<file path="config.mk">
export PLATFORM = sky130hd
export DESIGN_NAME = rxlock_sync_tx
export DESIGN_NICKNAME = d
export VERILOG_FILES = /design/src/rtl/rxlock_sync_pkg.sv /design/src/rtl/rxlock_tx_hold.sv /design/src/rtl/rxlock_tx_shift.sv /design/src/rtl/rxlock_align_fsm.sv /design/src/rtl/rxlock_sync_tx.sv
export SDC_FILE = /design/constraint.sdc
export NUM_CORES = 1
export LEC_CHECK = 0
export BUFFER_PORTS_ARGS = -buffer_cell sky130_fd_sc_hd__buf_2
export CAP_MARGIN = 20
export CORE_ASPECT_RATIO = 1.75
export CORE_MARGIN = 1.5
export CORE_UTILIZATION = 35
export DETAILED_ROUTE_END_ITERATION = 10
export GPL_TIMING_DRIVEN = 0
export PLACE_DENSITY = 0.56
export SYNTH_ARGS = -nofsm -noshare
export SYNTH_HDL_FRONTEND = slang
export SYNTH_SLANG_ARGS = --single-unit
</file>
<file path="constraint.sdc">
create_clock -name clk_i -period 1.7 [get_ports clk_i]
set_input_delay 0.255 -clock clk_i [delete_from_list [all_inputs] [get_ports clk_i]]
set_output_delay 0.255 -clock clk_i [all_outputs]
set_load 0.02 [all_outputs]
</file>
<file path="src/rtl/rxlock_sync_pkg.sv">
// Package: shared types and constants for the receiver-aligned transmitter.
// Assumes the widest sync pattern is 16 bits and data characters are 8 bits.
package rxlock_sync_pkg;

    localparam int PKG_SYNC_W = 16;
    localparam int PKG_DATA_W = 8;

    typedef enum logic [1:0] {
        ST_HUNT = 2'd0,
        ST_WAIT = 2'd1,
        ST_RUN  = 2'd2
    } tx_state_e;

    // Purpose: map the sync length code to a bit count.
    function automatic int unsigned sync_len_bits(input logic [1:0] code);
        case (code)
            2'd0:    return 6;
            2'd2:    return 16;
            default: return 8;
        endcase
    endfunction

endpackage

</file>
<file path="src/rtl/rxlock_tx_hold.sv">
// Module: one-entry holding register for outgoing data bytes.
// It takes a byte when it is empty and a byte is offered. It empties when the
// shifter loads the byte. Push and pop never coincide, because a push needs an
// empty register and a pop needs a full one.
module rxlock_tx_hold #(
    parameter int DATA_W = 8
) (
    input  logic              clk_i,
    input  logic              rst_ni,
    input  logic              push_i,
    input  logic [DATA_W-1:0] push_data_i,
    input  logic              pop_i,
    output logic              ready_o,
    output logic              full_o,
    output logic [DATA_W-1:0] data_o
);

    logic              full_q;
    logic [DATA_W-1:0] data_q;

    // Purpose: track occupancy and capture accepted bytes.
    always_ff @(posedge clk_i) begin
        if (!rst_ni) begin
            full_q <= 1'b0;
            data_q <= '0;
        end else if (pop_i) begin
            full_q <= 1'b0;
        end else if (push_i && !full_q) begin
            full_q <= 1'b1;
            data_q <= push_data_i;
        end
    end

    assign ready_o = !full_q;
    assign full_o  = full_q;
    assign data_o  = data_q;

endmodule

</file>
<file path="src/rtl/rxlock_tx_shift.sv">
// Module: variable-length character shifter, LSB first.
// A load sets the word and its length. While enabled, each clock moves out one
// bit. last_o marks the final bit of the current character. Assumes every
// length loaded is at least 1.
module rxlock_tx_shift #(
    parameter int SHIFT_W = 16,
    parameter int CNT_W   = 5
) (
    input  logic               clk_i,
    input  logic               rst_ni,
    input  logic               en_i,
    input  logic               load_i,
    input  logic [SHIFT_W-1:0] load_word_i,
    input  logic [CNT_W-1:0]   load_len_i,
    output logic               bit_o,
    output logic               last_o
);

    logic [SHIFT_W-1:0] sh_q;
    logic [CNT_W-1:0]   len_q;
    logic [CNT_W-1:0]   idx_q;

    // Purpose: load a new character or advance one bit.
    always_ff @(posedge clk_i) begin
        if (!rst_ni) begin
            sh_q  <= '0;
            len_q <= '0;
            idx_q <= '0;
        end else if (load_i) begin
            sh_q  <= load_word_i;
            len_q <= load_len_i;
            idx_q <= '0;
        end else if (en_i) begin
            sh_q  <= sh_q >> 1;
            idx_q <= idx_q + 1'b1;
        end
    end

    assign bit_o  = sh_q[0];
    assign last_o = (idx_q == (len_q - 1'b1));

endmodule

</file>
<file path="src/rtl/rxlock_align_fsm.sv">
// Module: alignment controller.
// It hunts until the receiver pulses hunt_exit_i, then counts one sync length
// of clocks and requests the first (sync) load. From then on it requests a
// load at each character end. It never returns to hunting without a reset.
module rxlock_align_fsm
    import rxlock_sync_pkg::*;
#(
    parameter int CNT_W = 5
) (
    input  logic             clk_i,
    input  logic             rst_ni,
    input  logic             hunt_exit_i,
    input  logic [CNT_W-1:0] sync_len_i,
    input  logic             char_last_i,
    output logic             load_o,
    output logic             force_sync_o,
    output logic             waiting_o,
    output logic             running_o
);

    tx_state_e        st_q;
    logic [CNT_W-1:0] cnt_q;

    // Purpose: hunt, then wait one character time, then run until reset.
    always_ff @(posedge clk_i) begin
        if (!rst_ni) begin
            st_q  <= ST_HUNT;
            cnt_q <= '0;
        end else begin
            case (st_q)
                ST_HUNT: begin
                    if (hunt_exit_i) begin
                        st_q  <= ST_WAIT;
                        cnt_q <= sync_len_i - 1'b1;
                    end
                end
                ST_WAIT: begin
                    if (cnt_q == '0) begin
                        st_q <= ST_RUN;
                    end else begin
                        cnt_q <= cnt_q - 1'b1;
                    end
                end
                default: st_q <= ST_RUN;
            endcase
        end
    end

    assign waiting_o    = (st_q == ST_WAIT);
    assign running_o    = (st_q == ST_RUN);
    assign force_sync_o = waiting_o;
    assign load_o       = (waiting_o && (cnt_q == '0)) || (running_o && char_last_i);

endmodule

</file>
<file path="src/rtl/rxlock_sync_tx.sv">
// Module: top of the receiver-aligned synchronous transmitter.
// It joins the alignment controller, the holding register and the shifter,
// and picks sync or data at each character boundary. Assumes the transmit
// clock matches the receive clock in rate and phase, and that the
// configuration stays stable from hunt-exit onward.
module rxlock_sync_tx
    import rxlock_sync_pkg::*;
#(
    parameter int DATA_W = PKG_DATA_W,
    parameter int SYNC_W = PKG_SYNC_W
) (
    input  logic              clk_i,
    input  logic              rst_ni,
    input  logic              cfg_idle_ones_i,
    input  logic [1:0]        cfg_sync_len_i,
    input  logic [SYNC_W-1:0] cfg_sync_pat_i,
    input  logic              hunt_exit_i,
    input  logic [DATA_W-1:0] tx_data_i,
    input  logic              tx_valid_i,
    output logic              tx_ready_o,
    output logic              txd_o
);

    localparam int CNT_W = $clog2(SYNC_W + 1);
    localparam logic [CNT_W-1:0] DATA_LEN = CNT_W'(DATA_W);

    logic [CNT_W-1:0]  sync_len;
    logic              load_w, force_sync_w, wait_w, run_w, last_w, bit_w;
    logic              hold_full, pop_w;
    logic [DATA_W-1:0] hold_data;
    logic [SYNC_W-1:0] data_word, load_word;
    logic [CNT_W-1:0]  load_len;

    assign sync_len = CNT_W'(sync_len_bits(cfg_sync_len_i));

    // Purpose: widen a data byte to the shifter width.
    if (SYNC_W > DATA_W) begin : g_pad
        assign data_word = {{(SYNC_W - DATA_W){1'b0}}, hold_data};
    end else begin : g_nopad
        assign data_word = SYNC_W'(hold_data);
    end

    // Purpose: choose the next character, sync unless a byte is held and sync is not forced.
    always_comb begin
        if (force_sync_w || !hold_full) begin
            load_word = cfg_sync_pat_i;
            load_len  = sync_len;
        end else begin
            load_word = data_word;
            load_len  = DATA_LEN;
        end
    end

    assign pop_w = load_w && !force_sync_w && hold_full;

    rxlock_align_fsm #(.CNT_W(CNT_W)) fsm_i (
        .clk_i        (clk_i),
        .rst_ni       (rst_ni),
        .hunt_exit_i  (hunt_exit_i),
        .sync_len_i   (sync_len),
        .char_last_i  (last_w),
        .load_o       (load_w),
        .force_sync_o (force_sync_w),
        .waiting_o    (wait_w),
        .running_o    (run_w)
    );

    rxlock_tx_hold #(.DATA_W(DATA_W)) hold_i (
        .clk_i       (clk_i),
        .rst_ni      (rst_ni),
        .push_i      (tx_valid_i),
        .push_data_i (tx_data_i),
        .pop_i       (pop_w),
        .ready_o     (tx_ready_o),
        .full_o      (hold_full),
        .data_o      (hold_data)
    );

    rxlock_tx_shift #(.SHIFT_W(SYNC_W), .CNT_W(CNT_W)) shift_i (
        .clk_i       (clk_i),
        .rst_ni      (rst_ni),
        .en_i        (run_w),
        .load_i      (load_w),
        .load_word_i (load_word),
        .load_len_i  (load_len),
        .bit_o       (bit_w),
        .last_o      (last_w)
    );

    // Purpose: drive the line, idle level until aligned.
    assign txd_o = run_w ? bit_w : cfg_idle_ones_i;

endmodule

</file>
## Word-level counts from Yosys, hierarchy flattened

Index checks and enable logic that the tools add are counted.

- Multiplexer cells: 12
- Reductions and logical operators: 19
- Eq/ne operators: 7
- Add/subtract/negate cells: 4
- Bitwise gates (word level): 2

Operators by type and width:

| operator | count |
|---|---|
| $mux 16 | 3 |
| $pmux 5 s2 | 2 |
| $mux 5 | 3 |
| $sub 5x1->5 const B | 3 |
| $add 5x1->5 const B | 1 |
| $eq 5x5->1 | 1 |
| $logic_and 1x1->1 | 5 |
| $logic_not 5->1 | 1 |
| $eq 2x2->1 const B | 2 |
| $logic_not 2->1 | 2 |
| $mux 2 | 2 |
| $ne 2x2->1 const B | 2 |
| $pmux 2 s2 | 1 |
| $reduce_and 2->1 | 2 |
| $reduce_bool 2->1 | 2 |
| $reduce_or 2->1 | 2 |
| $reduce_and 3->1 | 1 |
| $eq 2x1->1 const B | 1 |
| $logic_not 1->1 | 2 |
| $logic_or 1x1->1 | 2 |
| $ne 2x1->1 const B | 1 |
| $not 1->1 | 2 |
| $mux 1 | 1 |

- Register bits: 42
- Output and inout bits: 2
- Input port bits: 31
- Logic and storage cells: 51

## Longest topological paths before layout

Gate-level depths: netlist (run 1).

- Word-level depth: 8
- Gate-level depth with buffers: 10
- Mapped depth without buffers: 8

## By module

Synthesis (run 1) repeated with hierarchy kept, for this count alone.

- Cells, all modules: 267
- Area, all modules: 2402.3 sq um

By module, submodules not included:

| module | area an instance (sq um) | sequential area each (sq um) | instances | cells an instance |
|---|---|---|---|---|
| rxlock_tx_shift | 1272.5 | 520.5 | 1 | 140 |
| rxlock_align_fsm | 498.0 | 140.1 | 1 | 59 |
| rxlock_tx_hold | 374.1 | 180.2 | 1 | 40 |
| rxlock_sync_tx | 257.7 | 0.0 | 1 | 28 |

## Worst setup path after synthesis (run 1)

No wires, ideal clock.

- Path type: flip-flop to flip-flop
- Start: reg fsm_i.st_q[0]
- End: reg fsm_i.cnt_q[2]
- Path buffers: 2
- Setup slack: -0.049 ns
- Stages on the path, launching flop included: 9
- Arrival time: 1.675 ns
- Setup time: 0.074 ns
- Data required time: 1.626 ns
- Cell sequence: dfxtp_1 > buf_4 > nor2b_1 > buf_4 > nor3_1 > a21oi_1 > ha_1 > or4b_1 > a31oi_1

- Longest elaborated chain between the ends: 3
- Elaborated cells between the ends (all ways): 7
- Classes of those cells: eq/ne: 3; mux: 1; reduce/logical: 3

Ends and longest elaborated chain:

| element | RTL line | text |
|---|---|---|
| from (decl) | rxlock_align_fsm.sv:21 | `tx_state_e st_q;` |
| from (signal assigned) | rxlock_align_fsm.sv:27 | `st_q <= ST_HUNT;` |
| from (signal assigned) | rxlock_align_fsm.sv:33 | `st_q <= ST_WAIT;` |
| from (signal assigned) | rxlock_align_fsm.sv:39 | `st_q <= ST_RUN;` |
| $eq 2x1->1 / $logic_not 2->1 (equally long branches) | rxlock_align_fsm.sv:30 | `case (st_q)` |
| $ne 2x2->1 (no source line) / $reduce_bool 2->1 (equally long branches) | n/a |  |
| $reduce_and 3->1 (no source line) | n/a |  |
| to (signal assigned) | rxlock_align_fsm.sv:34 | `cnt_q <= sync_len_i - 1'b1;` |
| to (signal assigned) | rxlock_align_fsm.sv:41 | `cnt_q <= cnt_q - 1'b1;` |
| to (decl) | rxlock_align_fsm.sv:22 | `logic [CNT_W-1:0] cnt_q;` |

Parallel ways exist; a longest one is shown, timed or not.
A chain may end at the register's enable or synchronous reset.

## Final worst setup path (run 1)

- Start: reg fsm_i.st_q[0]
- End: out txd_o

- Longest elaborated chain between the ends: 2

Ends and longest elaborated chain:

| element | RTL line | text |
|---|---|---|
| $eq 2x2->1 | rxlock_align_fsm.sv:50 | `assign running_o = (st_q == ST_RUN);` |
| $mux 1 | rxlock_sync_tx.sv:91 | `assign txd_o = run_w ? bit_w : cfg_idle_ones_i;` |
| to (decl) | rxlock_sync_tx.sv:21 | `output logic txd_o` |

No other way between the ends.

==> impl_metrics.py, run 1 <==
metrics = {
    "sta": {
        "finalCriticalPeriod_ns": 1.67,
        "layout_setup_ws_ns": 0.0318,
        "maxSlewHeadroom_pct": 60.9,
        "rsz0062_at_grt": "true",
        "worst_slew_pin_slew_ns": 0.582,
        "maxSlewViolCount": 0,
        "fmax_ghz": 0.599,
        "fin_worst_skew_ns": 0.0110,
        "fin_crit_sh_pct": 98.1,
        "hold_viol": 0,
        "whs_ns": 0.192,
        "finalSetupViolCount": 0,
    },
    "finish": {
        "area_growth_pct": 33.4,
        "fillers": 553,
        "register_area_um2": 812,
        "final_common_cell": "dfxtp_1",
        "drive_above_1_share_pct": 38.2,
        "post-route-util_pct": 48.6,
        "final_cell_mix": "33 x dfxtp_1, 32 x buf_2, 25 x nand2_1, 17 x nand4_1, 17 x buf_4",
        "multi_input_area_um2": 1250,
        "nets": 321,
        "diodes": 0,
    },
    "die": {
        "io_pins": 33,
        "initial_core_util_pct": 36.4,
        "die_x_um": 60.9,
        "fp-row-count": 36,
        "core-area_um2": 5630,
        "die_h_um": 104,
        "dieArea_um2": 6350,
    },
    "setup_path": {
        "path_buf_inv": 3,
        "arrival_ns": 1.41,
        "path_max_fanout": 3,
        "critical_path_class": "reg2out",
        "rr_startpoint": "fsm_i.st_q[0]",
        "timing.critical_path.slowest_cell_delay_ns": 0.35,
        "crit_top_cell": "buf_6",
        "cp-end-kind": "output port",
        "crit_path_top_delay_cell": "dfxtp_2",
        "cp-start-kind": "flop",
        "cp-startpoint": "fsm_i.st_q[0]",
        "required_ns": 1.44,
        "path_cells": "buf_6 > nor2b_4 > buf_6 > mux2_4 > buf_6",
        "cp_top_family": "buffers and inverters",
    },
    "outcome": {
        "status": "finished clean",
    },
    "clock_network": {
        "cts_buffer_depth": 2,
        "ctsHtreeMaxLevel": 2,
        "cts_tree": "done",
        "clkLatencyLatePin_ns": 0.30,
        "clk_pin_slew_worst_paths_ns": 0.08,
        "cts_buffers": 5,
        "cts_sinks": 40,
        "root_buffer": "clkbuf_8",
    },
    "placed_design": {
        "pre_cts_ws_ns": -0.174,
        "gp_congestion": 0.815,
        "numPortBuffers": 32,
        "dp_hpwl_mm": 3.62,
    },
    "pwr": {
        "p_leak_nw": 1.18,
        "p_per_area_nw_per_um2": 1020,
        "totalPowerFinal_mw": 2.78,
        "vdd_drop_max_mv": 0.551,
    },
    "global_routing": {
        "grt_max_degree": 14,
        "grtUsageTotal_pct": 17.6,
        "grt-ovfl-total": 0,
        "antenna_found_initial": 0,
        "grt_pass1_vias": 1845,
        "grt_pass1_wl_mm": 8.45,
    },
    "route": {
        "dr.pass1.iters": 4,
        "antenna_left": 0,
        "wl_per_cell_um": 14.9,
        "wl_mm": 5.41,
        "drcViolationCount": 0,
        "drtIter0Drc": 75,
        "dr_total_vias": 1918,
        "routed_via_density": 5.27,
    },
    "min_path": {
        "hp-start": "tx_data_i[5]",
        "min-delay-path-class": "in2reg",
    },
    "yosys": {
        "synthSimpleGateAreaFrac_pct": 22.9,
        "yosysWarningCount": 0,
        "synth_fa_ha_area_share_pct": 1.83,
        "avgSynthCellArea_um2": 8.80,
        "syn_area_um2": 2050,
        "synth_compound_area_share_pct": 13.0,
        "synth_nets": 267,
        "syn_inst": 233,
        "muxShareOfSynthArea_pct": 14.2,
        "synth-xor-area-share_pct": 3.66,
        "ys_types": 38,
        "synth_top_family_by_area": "simple AND/OR/NAND/NOR gates",
        "ys_ff_latch": 40,
        "ys_seq_area_share_pct": 39.0,
    },
    "run": {
        "cap_viol_max_count": 0,
    },
}
==> Yosys cell counts, drive strengths merged <==
library cell | count | area (µm²)
mux2i | 10 | 100
buf | 11 | 62.6
nand2b | 3 | 18.8
dfxtp | 40 | 801
a31oi | 2 | 12.5
inv | 5 | 18.8
and4b | 1 | 10.0
nand4 | 17 | 106
a311oi | 1 | 8.76
and2 | 1 | 6.26
ha | 3 | 37.5
a21o | 2 | 16.3
o311a | 1 | 10.0
clkbuf | 7 | 27.5
a311o | 1 | 10.0
mux2 | 17 | 191
nor2 | 13 | 48.8
o21ai | 11 | 55.1
and4 | 1 | 8.76
a21oi | 14 | 70.1
xnor3 | 1 | 22.5
nor4 | 1 | 21.3
a211oi | 1 | 7.51
and3 | 5 | 31.3
nor2b | 3 | 18.8
o211ai | 1 | 7.51
or4b | 1 | 10.0
a211o | 1 | 8.76
nor3 | 3 | 15.0
nand3 | 15 | 75.1
nand2 | 26 | 100
xor2 | 3 | 26.3
xnor2 | 3 | 26.3
o31ai | 8 | 60.1
==> worst min-delay path, cell delays in order <==
cell	delay (ns)
buf_2	0.10
nand2_1	0.05
a21oi_1	0.05
==> what timing repair did <==
item / CTS / global route
hold buffers: 0 / 0
resized for setup: 27 / 28
setup endpoints to repair: 24 / 22
setup buffers: 11 / 6
pin swaps: 5 / 9
cloned: 0 / 1
==> state kept, by name, indices dropped and copies added (netlist names) <==
name and count:
fsm_i.cnt_q 5, hold_i.full_o 1, shift_i.len_q 3, shift_i.idx_q 5
hold_i.data_o 8, fsm_i.st_q 2, shift_i.sh_q 16
==> kinds of logic (layout without fill, tap and decap cells) <==
| group | after synthesis | in the layout |
|---|---|---|
| simple gates | 90 | 90 |
| compound gates | 43 | 43 |
| flops | 40 | 40 |
| mux | 27 | 27 |
| buf+inv | 23 | 78 |
| xor+xnor | 7 | 7 |
| fa+ha+maj | 3 | 3 |
==> power breakdown <==
group          switching (mW)  leakage (nW)  total [mW]  internal (mW)
clock network           0.357        0.0541       0.791          0.435
registers              0.0886         0.329        1.13           1.04
logic                   0.429         0.802       0.862          0.433
==> per-layer routing <==
layer / global-route usage (%) / wire, µm / vias up
met4: 8.70 / 170 / 0
met3: 3.86 / 205 / 13
met2: 30.2 / 2890 / 63
li1: - / - / 952
met5: 0 / 0 / -
met1: 19.4 / 2150 / 890
==> path summary, 6_finish.rpt <==
check,cells after the start,endpoint,slack (ns)
worst min-delay path,3,hold_i.data_o[5],0.19
worst max register to register,6,fsm_i.cnt_q[2],0.05
worst min register to register,2,hold_i.data_o[4],0.46
worst max-delay path,5,txd_o,0.03
==> final cells by class <==
type,instances,share of cell area (%)
multi-input combinational,170,45.5
inverter,5,0.686
clock buffer,5,2.51
tap,76,3.48
buffer,15,4.16
clock inverter,3,1.55
timing repair buffer,50,12.4
sequential,40,29.7
==> metrics by stage <==
stage	cells	area [µm²]	setup TNS (ns)
after floorplan	233	2060	0
final	364	2740	0
after global placement	341	2310	-1.77
after global routing	364	2740	-0.0712
after detailed placement	341	2310	-1.93
after CTS	360	2590	-0.200
No activity file was read; power rests on OpenSTA's default activity.
==> inputs of run 2 (changes only) <==
--- a/config.mk
+++ b/config.mk
@@ -13,6 +13,7 @@
 export DETAILED_ROUTE_END_ITERATION = 10
 export GPL_TIMING_DRIVEN = 0
 export PLACE_DENSITY = 0.56
+export SETUP_SLACK_MARGIN = 0.3
 export SYNTH_ARGS = -nofsm -noshare
 export SYNTH_HDL_FRONTEND = slang
 export SYNTH_SLANG_ARGS = --single-unit
==> impl_metrics.py, run 2 (same netlist as run 1, synthesis figures left out) <==
metrics = {
    "min_path": {
        "min-delay-path-class": "in2reg",
    },
    "pwr": {
        "totalPowerFinal_mw": 3.13,
        "vdd_drop_max_mv": 0.790,
        "p_leak_nw": 1.35,
        "p_per_area_nw_per_um2": 992,
    },
    "setup_path": {
        "cp-start-kind": "flop",
        "path_max_fanout": 5,
        "cp-end-kind": "flop",
        "critical_path_class": "reg2reg",
        "required_ns": 1.92,
        "arrival_ns": 1.99,
    },
    "clock_network": {
        "clk_pin_slew_worst_paths_ns": 0.08,
        "root_buffer": "clkbuf_8",
        "ctsHtreeMaxLevel": 2,
        "cts_sinks": 40,
        "cts_tree": "done",
        "cts_buffer_depth": 2,
        "cts_buffers": 5,
        "cts_hold_buf": 0,
        "clkLatencyLatePin_ns": 0.29,
    },
    "sta": {
        "fin_crit_sh_pct": 104,
        "hold_viol": 0,
        "maxSlewHeadroom_pct": 66.6,
        "finalSetupViolCount": 3,
        "maxSlewViolCount": 0,
        "layout_setup_ws_ns": -0.0621,
        "fmax_ghz": 0.568,
        "finalCriticalPeriod_ns": 1.76,
        "tns_ns": -0.124,
        "worst_slew_pin_slew_ns": 0.501,
        "fin_worst_skew_ns": 0.00659,
        "rsz0062_at_grt": "true",
    },
    "global_routing": {
        "antenna_found_initial": 0,
        "grtUsageTotal_pct": 18.7,
        "grt_pass1_wl_mm": 9.09,
        "grt-ovfl-total": 0,
        "grt_max_degree": 13,
        "grt_pass1_vias": 1993,
    },
    "route": {
        "routed_via_density": 5.19,
        "dr.pass1.iters": 4,
        "wl_mm": 6.06,
        "antenna_left": 0,
        "dr_total_vias": 1982,
        "drcViolationCount": 0,
        "drtIter0Drc": 73,
        "wl_per_cell_um": 15.9,
    },
    "die": {
        "initial_core_util_pct": 36.4,
        "fp-row-count": 36,
        "die_x_um": 60.9,
        "die_h_um": 104,
        "core-area_um2": 5630,
        "io_pins": 33,
        "dieArea_um2": 6350,
    },
    "finish": {
        "fin_cells": 382,
        "fin_area_um2": 3160,
        "register_area_um2": 808,
        "nets": 339,
        "final_cell_mix": "34 x dfxtp_1, 31 x buf_2, 24 x nand2_1, 21 x buf_4, 17 x nand4_1",
        "drive_above_1_share_pct": 49.0,
        "multi_input_area_um2": 1410,
        "area_growth_pct": 54.1,
        "largest_register": "shift_i.sh_q",
        "largest_reg_flops": 16,
        "diodes": 0,
        "final_common_cell": "dfxtp_1",
        "fillers": 524,
    },
    "placed_design": {
        "dp_hpwl_mm": 3.57,
        "placed_cells": 341,
        "gp_congestion": 0.778,
        "numPortBuffers": 32,
        "placed_cell_area_um2": 2370,
    },
    "outcome": {
        "status": "finished, violations left",
        "violations": "negative setup slack",
    },
    "run": {
        "cap_viol_max_count": 0,
    },
}
[run 2: cell types whose count changed in the layout (fill, tap and decap cells not counted), moves of 4 or more]
cell	change
and3_1	-4
and3_4	+4
buf_4	+4
buf_6	+8
buf_8	+5
mux2_2	-9
mux2_4	+9
o21ai_0	-8
o21ai_2	+7
[run 2: path summary, 6_finish.rpt]
check	slack (ns)	from	end	cells after the start
setup / recovery	-0.06	fsm_i.st_q[0]	fsm_i.cnt_q[2]	8
hold / removal	0.20	tx_data_i[5]	hold_i.data_o[5]	3
setup reg to reg	-0.06	fsm_i.st_q[0]	fsm_i.cnt_q[2]	8
hold reg to reg	0.46	hold_i.data_o[6]	hold_i.data_o[6]	2
[run 2: metrics by stage]
| stage | worst slack (ns) | utilization (%) | hold slack (ns) |
|---|---|---|---|
| after floorplan | 0.0245 | - | 0.390 |
| after global placement | -0.140 | 42.0 | 0.444 |
| after detailed placement | -0.148 | 42.0 | 0.452 |
| after CTS | -0.0817 | 50.6 | 0.186 |
| after global routing | -0.138 | 56.1 | 0.186 |
| final | -0.0621 | 56.1 | 0.196 |
[run 2: report_power, final]
| group | internal, mW | total [mW] | switching [mW] | leakage [nW] |
|---|---|---|---|---|
| logic | 0.673 | 1.24 | 0.569 | 0.963 |
| clock network | 0.436 | 0.769 | 0.334 | 0.0552 |
| registers | 1.04 | 1.12 | 0.0837 | 0.328 |
| total | 2.15 | 3.13 | 0.986 | 1.35 |
[run 2: routing by layer]
metal / global-route usage [%] / vias to the layer above / part of all wire (%)
met5: 0 / - / 0
met4: 7.92 / 0 / 2.5
met3: 3.11 / 13 / 2.9
met2: 32.3 / 45 / 55
met1: 21.7 / 943 / 40
li1: - / 981 / -
[run 2: cell type report]
type | count | area share [%]
Buffer | 18 | 5.82
Tap cell | 76 | 3.01
Multi-Input combinational cell | 170 | 44.8
Timing Repair Buffer | 65 | 16.8
Inverter | 5 | 0.594
Clock inverter | 2 | 1.11
Clock buffer | 6 | 2.30
Sequential cell | 40 | 25.6
[run 2: worst max-delay path, stage by stage (launching register included)]
cell	delay, ns
dfxtp_2	0.33
buf_6	0.11
nor2b_4	0.13
buf_6	0.12
nor3_4	0.04
a21oi_2	0.17
ha_4	0.18
or4b_4	0.47
a31oi_2	0.15
[run 2: timing repair]
action	CTS	global route
buffers inserted	22	7
pin swaps	8	19
gates cloned	2	2
endpoints found under the setup margin	29	31
hold endpoints to repair	0	0
resized for setup	36	53
==> inputs of run 3 (changes only) <==
--- a/config.mk
+++ b/config.mk
@@ -5,6 +5,7 @@
 export SDC_FILE = /design/constraint.sdc
 export NUM_CORES = 1
 export LEC_CHECK = 0
+export ABC_AREA = 1
 export BUFFER_PORTS_ARGS = -buffer_cell sky130_fd_sc_hd__buf_2
 export CAP_MARGIN = 20
 export CORE_ASPECT_RATIO = 1.75
@@ -12,8 +13,9 @@
 export CORE_UTILIZATION = 35
 export DETAILED_ROUTE_END_ITERATION = 10
 export GPL_TIMING_DRIVEN = 0
-export PLACE_DENSITY = 0.56
+export PLACE_DENSITY = 0.55
 export SETUP_SLACK_MARGIN = 0.3
 export SYNTH_ARGS = -nofsm -noshare
 export SYNTH_HDL_FRONTEND = slang
+export SYNTH_HIERARCHICAL = 1
 export SYNTH_SLANG_ARGS = --single-unit
==> impl_metrics.py, run 3 <==
metrics = {
    "clock_network": {
        "clk_pin_slew_worst_paths_ns": 0.06,
        "root_buffer": "clkbuf_16",
        "ctsHtreeMaxLevel": 2,
        "cts_buffer_depth": 2,
        "cts_sinks": 42,
        "cts_buffers": 5,
        "cts_tree": "done",
        "clkLatencyLatePin_ns": 0.29,
    },
    "die": {
        "fp-row-count": 40,
        "initial_core_util_pct": 35.9,
        "die_h_um": 114,
        "die_x_um": 66.4,
        "io_pins": 33,
        "core-area_um2": 6860,
        "dieArea_um2": 7570,
    },
    "route": {
        "wl_per_cell_um": 10.2,
        "drtIter0Drc": 87,
        "drcViolationCount": 0,
        "wl_mm": 5.45,
        "dr_total_vias": 2418,
        "antenna_left": 0,
        "dr.pass1.iters": 4,
        "routed_via_density": 4.54,
    },
    "finish": {
        "area_growth_pct": 35.2,
        "fillers": 719,
        "largest_register": "shift_i/sh_q",
        "largest_reg_flops": 16,
        "diodes": 0,
        "final_cell_mix": "100 x nand2_1, 50 x inv_1, 39 x dfxtp_1, 38 x nor2_1, 33 x buf_2",
        "drive_above_1_share_pct": 34.7,
        "register_area_um2": 847,
        "nets": 482,
        "multi_input_area_um2": 1490,
        "final_common_cell": "nand2_1",
        "fin_area_um2": 3330,
        "fin_cells": 533,
    },
    "placed_design": {
        "dp_hpwl_mm": 3.97,
        "gp_congestion": 0.803,
        "placed_cell_area_um2": 2790,
        "pre_cts_ws_ns": -0.301,
        "numPortBuffers": 31,
        "placed_cells": 504,
    },
    "pwr": {
        "p_leak_nw": 1.57,
        "p_per_area_nw_per_um2": 1020,
        "vdd_drop_max_mv": 0.783,
    },
    "global_routing": {
        "grtUsageTotal_pct": 15.8,
        "grt_pass1_vias": 2307,
        "antenna_found_initial": 0,
        "grt_max_degree": 13,
        "grt_pass1_wl_mm": 9.34,
        "grt-ovfl-total": 0,
    },
    "yosys": {
        "yosysWarningCount": 6,
        "syn_inst": 388,
        "avgSynthCellArea_um2": 6.35,
        "syn_area_um2": 2460,
    },
    "sta": {
        "fin_crit_sh_pct": 114,
        "fin_worst_skew_ns": 0.00565,
        "hold_viol": 0,
        "maxSlewViolCount": 0,
        "layout_setup_ws_ns": -0.235,
        "finalSetupViolCount": 35,
        "fmax_ghz": 0.517,
        "rsz0062_at_grt": "true",
        "finalCriticalPeriod_ns": 1.93,
    },
    "setup_path": {
        "path_cells": "inv_2 > ha_4 > inv_2 > nand2_1 > nand2_1 > nor2_1 > nand3_1 > nor2_1 > nand2_1 > o21ai_2 > inv_2 > nor2_4 > nor2_4 > clkbuf_16 > a21oi_2 > nor2_1",
        "cp-end-kind": "flop",
        "required_ns": 1.88,
        "critical_path_class": "reg2reg",
        "crit_path_top_delay_cell": "dfxtp_2",
        "timing.critical_path.slowest_cell_delay_ns": 0.33,
        "arrival_ns": 2.12,
        "path_max_fanout": 5,
        "cp-start-kind": "flop",
    },
    "min_path": {
        "min-delay-path-class": "in2reg",
    },
    "run": {
        "cap_viol_max_count": 0,
    },
    "outcome": {
        "violations": "negative setup slack",
        "status": "finished, violations left",
    },
}
[run 3: path summary, 6_finish.rpt]
check | start | to | slack [ns] | cells past startpoint
max | shift_i/len_q[0] | hold_i/data_o[7] | -0.23 | 16
min reg2reg | hold_i/data_o[7] | hold_i/data_o[7] | 0.48 | 2
min | tx_data_i[4] | hold_i/data_o[4] | 0.28 | 5
max reg2reg | shift_i/len_q[0] | hold_i/data_o[7] | -0.23 | 16
[run 3: per-stage QoR]
step                TNS [ns]  util (%)  total power [mW]  hold WS (ns)
floorplan              -1.07         -              1.97         0.390
global placement       -8.22      40.7              2.17         0.447
detailed placement     -8.06      40.7              2.18         0.464
CTS                    -4.43      45.4              3.28         0.276
global route          -10.91      48.6              3.63         0.307
finish                 -5.75      48.6              3.38         0.281
[run 3: power by group]
group	total [mW]	switching [mW]	leakage (nW)	internal, mW
Sequential	1.19	0.0869	0.345	1.10
Combinational	1.24	0.703	1.15	0.537
Clock	0.952	0.370	0.0739	0.582
Total	3.38	1.16	1.57	2.22
[run 3: what timing repair did]
item | CTS | global route
buffers inserted | 8 | 9
resized for setup | 31 | 38
pin swaps | 13 | 27
endpoints found under the setup margin | 37 | 38
gates cloned | 3 | 1
hold buffers | 0 | 0
[run 3: layer usage]
layer | GRT usage [%] | vias to the layer above | wire length [µm]
met3 | 3.45 | 9 | 162
met2 | 29.1 | 35 | 2940
met5 | 0 | - | 0
li1 | - | 1318 | -
met1 | 16.2 | 1056 | 2210
met4 | 7.48 | 0 | 129
[run 3: cell type report]
class                   instances  share of cell area, %
flip-flops and latches         42                   25.4
multi-input cells             269                   44.7
inverters                      63                   7.55
well taps                      84                   3.15
clock buffers                   7                   4.28
repair buffers                 52                   10.4
plain buffers                  15                   4.32
clock inverters                 1                  0.150
[run 3: worst max-delay path, delay by kind of cell (launching register included)]
kind | cells | cell delay (ns)
buf+inv | 4 | 0.31
simple gates | 9 | 0.71
flops | 1 | 0.33
compound gates | 2 | 0.21
fa+ha+maj | 1 | 0.27
